--- config.mk ---
export PLATFORM = sky130hd
export DESIGN_NAME = pcm_frame_serdes
export DESIGN_NICKNAME = d
export VERILOG_FILES = /design/src/rtl/pcm_fs_pkg.sv /design/src/rtl/pcm_fs_tx_lane.sv /design/src/rtl/pcm_fs_rx_lane.sv /design/src/rtl/pcm_frame_serdes.sv
export SDC_FILE = /design/constraint.sdc
export NUM_CORES = 1
export LEC_CHECK = 0
export ABC_AREA = 1
export BUFFER_PORTS_ARGS = -buffer_cell sky130_fd_sc_hd__buf_4
export CAP_MARGIN = 30
export CORE_MARGIN = 2
export CORE_UTILIZATION = 50
export DETAILED_ROUTE_END_ITERATION = 8
export GPL_TIMING_DRIVEN = 0
export PLACE_DENSITY = 0.77
export SLEW_MARGIN = 20
export SYNTH_ARGS = -nofsm -noshare
export SYNTH_HDL_FRONTEND = slang
export SYNTH_SLANG_ARGS = --single-unit
--- constraint.sdc ---
create_clock -name clk -period 1.4 [get_ports clk]
set_input_delay 0.07 -clock clk [delete_from_list [all_inputs] [get_ports clk]]
set_output_delay 0.07 -clock clk [all_outputs]
set_load 0.05 [all_outputs]
--- src/rtl/pcm_fs_pkg.sv ---
package pcm_fs_pkg;

   // Only legal sample width for this serial format
   localparam int unsigned PCM_SAMPLE_W = 16;

   // Per-direction lane configuration
   typedef struct packed {
      logic active;   // lane may move data this cycle
      logic late;     // MSB one bit period after the sync period
   } lane_cfg_t;

endpackage

--- src/rtl/pcm_fs_tx_lane.sv ---
module pcm_fs_tx_lane
   import pcm_fs_pkg::*;
#(
   parameter int unsigned SAMPLE_W = PCM_SAMPLE_W
) (
   input  logic                clk,
   input  logic                rst_n,
   input  lane_cfg_t           cfg,
   input  logic                launch,
   input  logic                frm_start,
   input  logic                fifo_empty,
   input  logic [SAMPLE_W-1:0] fifo_data,
   output logic                fifo_pop,
   output logic                sdo,
   output logic                starve,
   output logic                done
);

   localparam int unsigned CW = $clog2(SAMPLE_W + 1);

   logic [SAMPLE_W-1:0] shreg;
   logic [CW-1:0]       left;
   logic                open_frm;
   logic [SAMPLE_W-1:0] load_word;

   assign open_frm  = cfg.active && launch && frm_start;
   assign fifo_pop  = open_frm && !fifo_empty;
   assign load_word = fifo_empty ? '0 : fifo_data;

   always_ff @(posedge clk or negedge rst_n) begin
      if (!rst_n) begin
         shreg  <= '0;
         left   <= '0;
         sdo    <= 1'b0;
         starve <= 1'b0;
         done   <= 1'b0;
      end else begin
         starve <= 1'b0;
         done   <= 1'b0;
         if (!cfg.active) begin
            shreg <= '0;
            left  <= '0;
            sdo   <= 1'b0;
         end else if (open_frm) begin
            starve <= fifo_empty;
            if (cfg.late) begin
               sdo   <= 1'b0;
               shreg <= load_word;
               left  <= CW'(SAMPLE_W);
            end else begin
               sdo   <= load_word[SAMPLE_W-1];
               shreg <= load_word << 1;
               left  <= CW'(SAMPLE_W - 1);
            end
         end else if (launch) begin
            if (left != '0) begin
               sdo   <= shreg[SAMPLE_W-1];
               shreg <= shreg << 1;
               left  <= left - CW'(1);
               done  <= (left == CW'(1));
            end else begin
               sdo <= 1'b0;
            end
         end
      end
   end

endmodule

--- src/rtl/pcm_fs_rx_lane.sv ---
module pcm_fs_rx_lane
   import pcm_fs_pkg::*;
#(
   parameter int unsigned SAMPLE_W = PCM_SAMPLE_W
) (
   input  logic                clk,
   input  logic                rst_n,
   input  lane_cfg_t           cfg,
   input  logic                launch,
   input  logic                frm_start,
   input  logic                capture,
   input  logic                sdi,
   output logic [SAMPLE_W-1:0] word,
   output logic                push
);

   localparam int unsigned CW = $clog2(SAMPLE_W + 1);

   logic [SAMPLE_W-1:0] shreg;
   logic [CW-1:0]       left;
   logic                skip;
   logic [SAMPLE_W-1:0] next_sh;

   assign next_sh = {shreg[SAMPLE_W-2:0], sdi};

   always_ff @(posedge clk or negedge rst_n) begin
      if (!rst_n) begin
         shreg <= '0;
         left  <= '0;
         skip  <= 1'b0;
         word  <= '0;
         push  <= 1'b0;
      end else begin
         push <= 1'b0;
         if (!cfg.active) begin
            left <= '0;
            skip <= 1'b0;
         end else if (launch && frm_start) begin
            left <= CW'(SAMPLE_W);
            skip <= cfg.late;
         end else if (capture) begin
            if (skip) begin
               skip <= 1'b0;
            end else if (left != '0) begin
               shreg <= next_sh;
               left  <= left - CW'(1);
               if (left == CW'(1)) begin
                  word <= next_sh;
                  push <= 1'b1;
               end
            end
         end
      end
   end

endmodule

--- src/rtl/pcm_frame_serdes.sv ---
module pcm_frame_serdes
   import pcm_fs_pkg::*;
#(
   parameter int unsigned SAMPLE_W = PCM_SAMPLE_W
) (
   input  logic                clk,
   input  logic                rst_n,
   input  logic                glb_en,
   input  logic                tx_en,
   input  logic                rx_en,
   input  logic                tx_late,
   input  logic                rx_late,
   input  logic                bit_launch,
   input  logic                bit_capture,
   input  logic                sync_bit,
   input  logic                txf_empty,
   input  logic [SAMPLE_W-1:0] txf_data,
   output logic                txf_pop,
   output logic                sdo,
   output logic                tx_starve,
   input  logic                sdi,
   output logic [SAMPLE_W-1:0] rxf_data,
   output logic                rxf_push,
   output logic                word_done
);

   generate
      if (SAMPLE_W != PCM_SAMPLE_W) begin : g_width_bad
         $error("pcm_frame_serdes: SAMPLE_W must equal 16");
      end
   endgenerate

   lane_cfg_t tx_cfg, rx_cfg;
   logic      tx_done;

   assign tx_cfg = '{active: glb_en && tx_en, late: tx_late};
   assign rx_cfg = '{active: glb_en && rx_en, late: rx_late};

   pcm_fs_tx_lane #(.SAMPLE_W(SAMPLE_W)) tx_lane_i (
      .clk        (clk),
      .rst_n      (rst_n),
      .cfg        (tx_cfg),
      .launch     (bit_launch),
      .frm_start  (sync_bit),
      .fifo_empty (txf_empty),
      .fifo_data  (txf_data),
      .fifo_pop   (txf_pop),
      .sdo        (sdo),
      .starve     (tx_starve),
      .done       (tx_done)
   );

   pcm_fs_rx_lane #(.SAMPLE_W(SAMPLE_W)) rx_lane_i (
      .clk       (clk),
      .rst_n     (rst_n),
      .cfg       (rx_cfg),
      .launch    (bit_launch),
      .frm_start (sync_bit),
      .capture   (bit_capture),
      .sdi       (sdi),
      .word      (rxf_data),
      .push      (rxf_push)
   );

   assign word_done = tx_done || rxf_push;

endmodule

==> results.json, run 1 <==
{
  "slew_violations": 0,
  "synth.distinct_cells": 28,
  "violations": "negative setup slack",
  "die_y_um": 83.1,
  "nets": 505,
  "ys_seq_area_frac": 0.496,
  "crit_fanout": 10,
  "ir_worst_vdd_uv": 609,
  "dr_total_vias": 2885,
  "areaGrowthSynthToFinish_pct": 33.3,
  "cts_buffers": 9,
  "rsz0062_at_grt": "true",
  "crit_path_top_delay_cell": "dfrtp_1",
  "netlist_top_cells_area": "dfrtp_1, nand2_1, nand3_1, o21ai_1, inv_1",
  "grt_pass1_vias": 2744,
  "drtIter0Drc": 202,
  "ys.flop_type": "dfrtp_1",
  "met2_usage": 0.361,
  "ant_nets": 0,
  "netlist_instances": 396,
  "syn-cell-area_um2": 3130,
  "yosys.area.top_type": "dfrtp_1",
  "track_usage": 0.210,
  "antenna_cells": 0,
  "routed_wl_um": 7610,
  "fmax_mhz": 698,
  "fp.dieW_um": 83.1,
  "dieArea_um2": 6900,
  "start_util": 0.522,
  "synth_top_family_by_area": "simple AND/OR/NAND/NOR gates",
  "powerDensity_nw_per_um2": 1020,
  "yosysTopAreaCellShare": 0.496,
  "cp.required_ns": 1.65,
  "worst_pin_slew_ns": 0.784,
  "grt_overflow_total": 0,
  "drive_gt1_frac": 0.297,
  "cts.path.max_buffers": 2,
  "hold_ws_ns": 0.00960,
  "outcome": "complete, but fails checks",
  "critical_path_arrival_ns": 1.68,
  "crit_buf_inv": 2,
  "synth_edf_count": 0,
  "vias_per_cell": 5.22,
  "synthSimpleGateAreaFrac": 0.333,
  "timing.final.ws_setup_ns": -0.0318,
  "min_period_over_period": 1.02,
  "route.detailed.drc": 0,
  "routabilityCongestion": 0.818,
  "clock_latency_ns": 0.34,
  "clkTransAtPathRegs_ns": 0.07,
  "core_um2": 5990,
  "syn_avg_cell_area_um2": 7.90,
  "cts_htree_levels": 3,
  "maxCapViolations": 0,
  "cts.sinks": 62,
  "pin_count": 49,
  "port_buffers": 47,
  "max_stage_delay_ns": 0.40,
  "synthAdderAreaFrac": 0.0160,
  "power.static_leakage_uw": 0.00211,
  "netlist_top_cells_count": "nand2_1, nand3_1, dfrtp_1",
  "grt_first_pass_wirelength_um": 11800,
  "clock_skew_ns": 0.00644,
  "cts_tree": "built",
  "hold_class": "input pin to flip-flop",
  "startpoint_type": "flip-flop",
  "rows": 28,
  "ys_seq_elements": 62,
  "ys_async_sr_fraction": 1.00,
  "clock-root-buffer": "clkbuf_8",
  "synth_mux_area_frac": 0,
  "maxSlewHeadroom": 0.477,
  "yosysWarnings": 0,
  "setup_tns_ns": -0.0397,
  "crit_path_end_kind": "flip-flop",
  "grt_use_met3": 0.0527,
  "synth_most_common_cell": "nand2_1",
  "grt_max_degree": 63,
  "synth_xor_area_frac": 0.00560,
  "syn-num-nets": 428,
  "dp_hpwl_um": 4690,
  "antenna_found_initial": 0,
  "setup_viol": 4,
  "drt_pass1_iterations": 5,
  "path_delay_family": "flip-flops",
  "busiest_layer": "met2",
  "worstSetupPathType": "flip-flop to flip-flop",
  "grtUsageMet1": 0.259,
  "fin_crit_ns": 1.43,
  "wl_per_cell_um": 13.8,
  "synth_compound_area_frac": 0.0684,
  "worstPathCellList": "inv_1 -> ha_4 -> nand3_4 -> nand2_4 -> buf_6 -> nand2_1 -> o21ai_1",
  "hold_viol_final": 0
}
-- worst paths after layout --
kind | start | to | slack, ns | depth (start not counted)
max in group asynchronous | rst_n | rx_lane_i.left[2] | 0.49 | 2
max | rx_lane_i.left[0] | rx_lane_i.shreg[3] | -0.03 | 7
min reg2reg | rx_lane_i.shreg[14] | rx_lane_i.word[15] | 0.47 | 2
min in group asynchronous | rst_n | rx_lane_i.word[11] | 0.34 | 2
min | bit_capture | rx_lane_i.skip | 0.01 | 4
max reg2reg | rx_lane_i.left[0] | rx_lane_i.shreg[3] | -0.03 | 7
-- per-layer routing --
metal / vias to the layer above / part of all wire
met3: 14 / 0.037
met5: - / 0
li1: 1439 / -
met2: 63 / 0.51
met1: 1369 / 0.43
met4: 0 / 0.017
-- what timing repair did --
item	4_1_cts	5_1_grt
pin swaps	2	2
setup endpoints to repair	56	52
hold buffers	3	0
gates cloned	0	3
endpoints found under the hold margin	64	0
resized for setup	18	42
setup buffers	6	7
-- report_power, final --
group          internal [uW]  switching [uW]
sequential              1880            64.6
clock                    918             688
combinational            285             432
total                   3080            1180
-- stage by stage --
| step | total power (uW) | area (um2) | utilization | setup WS [ns] | std cells |
|---|---|---|---|---|---|
| 6_report | 4270 | 4170 | 0.696 | -0.0318 | 553 |
| 5_1_grt | 4450 | 4170 | 0.696 | -0.0801 | 553 |
| 4_1_cts | 4180 | 3930 | 0.656 | 0.0121 | 543 |
| 3_5_place_dp | 2530 | 3580 | 0.597 | -0.219 | 518 |
| 3_3_place_gp | 2500 | 3580 | 0.597 | -0.178 | 518 |
| 2_1_floorplan | 2320 | 3130 | - | 0.00585 | 396 |
-- cell families after synthesis --
logic type / after synthesis
buffers and inverters: 54
XOR/XNOR: 2
adder cells (fa/ha/maj): 4
flip-flops: 62
AO/OA/AOI/OAI: 38
AND/OR/NAND/NOR: 236
-- sequential cells by signal, indices dropped and copies added (netlist names) --
name and flops:
rx_lane_i.shreg 15, tx_lane_i.done 1, rx_lane_i.left 5, tx_lane_i.shreg 16, rx_lane_i.push 1, tx_lane_i.starve 1
rx_lane_i.skip 1, tx_lane_i.sdo 1, rx_lane_i.word 16, tx_lane_i.left 5
-- layout by cell type (no fill, tap or decap), types with 2 or more instances in the layout --
| master | Yosys | routed |
|---|---|---|
| inv_1 | 33 | 29 |
| inv_2 | 2 | 6 |
| nand2_4 | 1 | 7 |
| buf_6 | 3 | 6 |
| buf_8 | 0 | 2 |
| clkbuf_1 | 3 | 5 |
| nor2_4 | 1 | 5 |
| buf_2 | 7 | 5 |
| nand3_2 | 1 | 6 |
| o21ai_2 | 6 | 6 |
| nand2_2 | 1 | 8 |
| dfrtp_1 | 62 | 61 |
| a21oi_1 | 2 | 2 |
| nand3_4 | 0 | 3 |
| nand2_1 | 133 | 120 |
| nor2_1 | 12 | 10 |
| clkbuf_8 | 0 | 11 |
| o21ai_0 | 3 | 3 |
| o21ai_1 | 26 | 26 |
| dlygate4sd3_1 | 0 | 3 |
| nor2_2 | 4 | 2 |
| nand4_1 | 2 | 2 |
| ha_4 | 0 | 3 |
| nand3_1 | 78 | 70 |
| buf_4 | 5 | 64 |
-- final cells by class --
| cell class | count | area [um2] |
|---|---|---|
| Clock inverter | 3 | 42.5 |
| Inverter | 35 | 131 |
| Buffer | 19 | 148 |
| Clock buffer | 13 | 159 |
| Multi-Input combinational cell | 280 | 1520 |
| Fill cell | 463 | 1820 |
| Tap cell | 75 | 93.8 |
| Sequential cell | 62 | 1550 |
| Timing Repair Buffer | 66 | 526 |
-- worst register-to-register path, cell delays in order, from the launching register on --
cell	delay, ns
dfrtp_1	0.40
inv_1	0.13
ha_4	0.18
nand3_4	0.13
nand2_4	0.13
buf_6	0.15
nand2_1	0.09
o21ai_1	0.14
Power figures use the tool's default switching activity.
==> run 2: changes to the inputs <==
Settings changed: SKIP_CTS_REPAIR_TIMING set to 1.
==> results.json, run 2 (same netlist as run 1, synthesis figures left out) <==
{
  "antenna_found_initial": 0,
  "port_buffers": 47,
  "dieArea_um2": 6900,
  "outcome": "complete, but fails checks",
  "rsz0062_at_grt": "true",
  "grt_pass1_vias": 2646,
  "die_y_um": 83.1,
  "drt_pass1_iterations": 5,
  "core_um2": 5990,
  "ir_worst_vdd_uv": 636,
  "route.detailed.drc": 0,
  "areaGrowthSynthToFinish_pct": 33.2,
  "drive_gt1_frac": 0.311,
  "slew_violations": 0,
  "total_power_uw": 4260,
  "hold_depth": 4,
  "timing.final.ws_setup_ns": -0.0214,
  "clock-root-buffer": "clkbuf_8",
  "cts.path.max_buffers": 2,
  "n_fill_cell": 459,
  "cts.sinks": 62,
  "r2r.worst_path.cells": 7,
  "worst_pin_slew_ns": 0.771,
  "ff2ff_setup_slack_ns": -0.02,
  "ant_nets": 0,
  "fin_cells": 548,
  "vias_per_cell": 5.24,
  "dp_hpwl_um": 4690,
  "fp.dieW_um": 83.1,
  "startpoint_type": "flip-flop",
  "hold_viol_final": 0,
  "min_period_over_period": 1.02,
  "nets": 500,
  "grt_max_degree": 63,
  "setup_viol": 13,
  "final_common_cell": "nand2_1",
  "maxSlewHeadroom": 0.486,
  "min_from": "bit_capture",
  "r2r-start": "rx_lane_i.left[2]",
  "dp.cells": 518,
  "start_util": 0.522,
  "maxCapViolations": 0,
  "grt_first_pass_wirelength_um": 11500,
  "power.static_leakage_uw": 0.00208,
  "dr_total_vias": 2871,
  "critical_path_arrival_ns": 1.65,
  "largestRegisters": "rx_lane_i.word x16, tx_lane_i.shreg x16, rx_lane_i.shreg x15",
  "fin_crit_ns": 1.42,
  "clock_latency_ns": 0.34,
  "routed_wl_um": 7550,
  "grt_overflow_total": 0,
  "antenna_cells": 0,
  "wl_per_cell_um": 13.8,
  "hold_class": "input pin to flip-flop",
  "cts_buffers": 9,
  "rows": 28,
  "pin_count": 49,
  "violations": "negative setup slack",
  "cts_tree": "built",
  "cp.required_ns": 1.63,
  "track_usage": 0.204,
  "whs_endpoint": "rx_lane_i.skip",
  "powerDensity_nw_per_um2": 1020,
  "clock_skew_ns": 0.00557,
  "crit_fanout": 6,
  "fmax_mhz": 704,
  "crit_path_end_kind": "flip-flop",
  "setup_tns_ns": -0.136,
  "worstSetupPathType": "flip-flop to flip-flop",
  "clkTransAtPathRegs_ns": 0.07,
  "timing.rr.end": "rx_lane_i.word[6]",
  "final_cell_mix": "nand2_1, nand3_1, dfrtp_1",
  "drtIter0Drc": 215,
  "cts_htree_levels": 3,
  "routabilityCongestion": 0.818
}
## run 2: report_power, final
group / leakage [uW] / switching, uW / total [uW] / internal (uW)
clock: 0.0000996 / 679 / 1600 / 918
sequential: 0.000852 / 65.8 / 1950 / 1880
combinational: 0.00113 / 429 / 716 / 287
total: 0.00208 / 1170 / 4260 / 3090
## run 2: worst max-delay path, cell delays in order (launching register included)
cell,delay [ns]
dfrtp_2,0.46
nor2_4,0.21
nand2_4,0.07
nor2_4,0.10
nand3_4,0.15
clkbuf_16,0.21
nand2_2,0.05
o21ai_1,0.05
## run 2: area by class of cell
type / count / area (um2) / share of cell area
Clock inverter: 3 / 42.5 / 0.0102
Inverter: 35 / 131 / 0.0315
Sequential cell: 62 / 1550 / 0.373
Clock buffer: 13 / 159 / 0.0381
Timing Repair Buffer: 61 / 485 / 0.117
Multi-Input combinational cell: 280 / 1540 / 0.370
Tap cell: 75 / 93.8 / 0.0225
Buffer: 19 / 159 / 0.0381
## run 2: metal layers
metal	GRT usage	vias up	wire length [um]
met3	0.0517	17	320
met5	0	-	0
li1	-	1423	-
met2	0.345	74	3770
met1	0.259	1357	3330
met4	0.0626	0	136
## run 2: how the worst max path moves through the flow
stage,start,endpoint,depth (start not counted)
after floorplan,rx_lane_i.left[0],rx_lane_i.word[11],7
after global placement,rx_lane_i.left[0],rx_lane_i.shreg[14],6
after detailed placement,rx_lane_i.left[0],rx_lane_i.shreg[13],6
after CTS,tx_lane_i.left[0],tx_lane_i.shreg[13],8
after global routing,rx_lane_i.left[0],rx_lane_i.shreg[3],7
final,rx_lane_i.left[2],rx_lane_i.word[6],7
## run 2: stage by stage
stage / utilization / area (um2) / setup slack, ns / hold WS, ns
after floorplan: - / 3130 / 0.00585 / -0.226
after CTS: 0.631 / 3780 / -0.236 / -0.160
after detailed placement: 0.597 / 3580 / -0.219 / 0.204
final: 0.695 / 4170 / -0.0214 / 0.00919
after global routing: 0.695 / 4170 / -0.0958 / 0.0241
after global placement: 0.597 / 3580 / -0.178 / 0.194
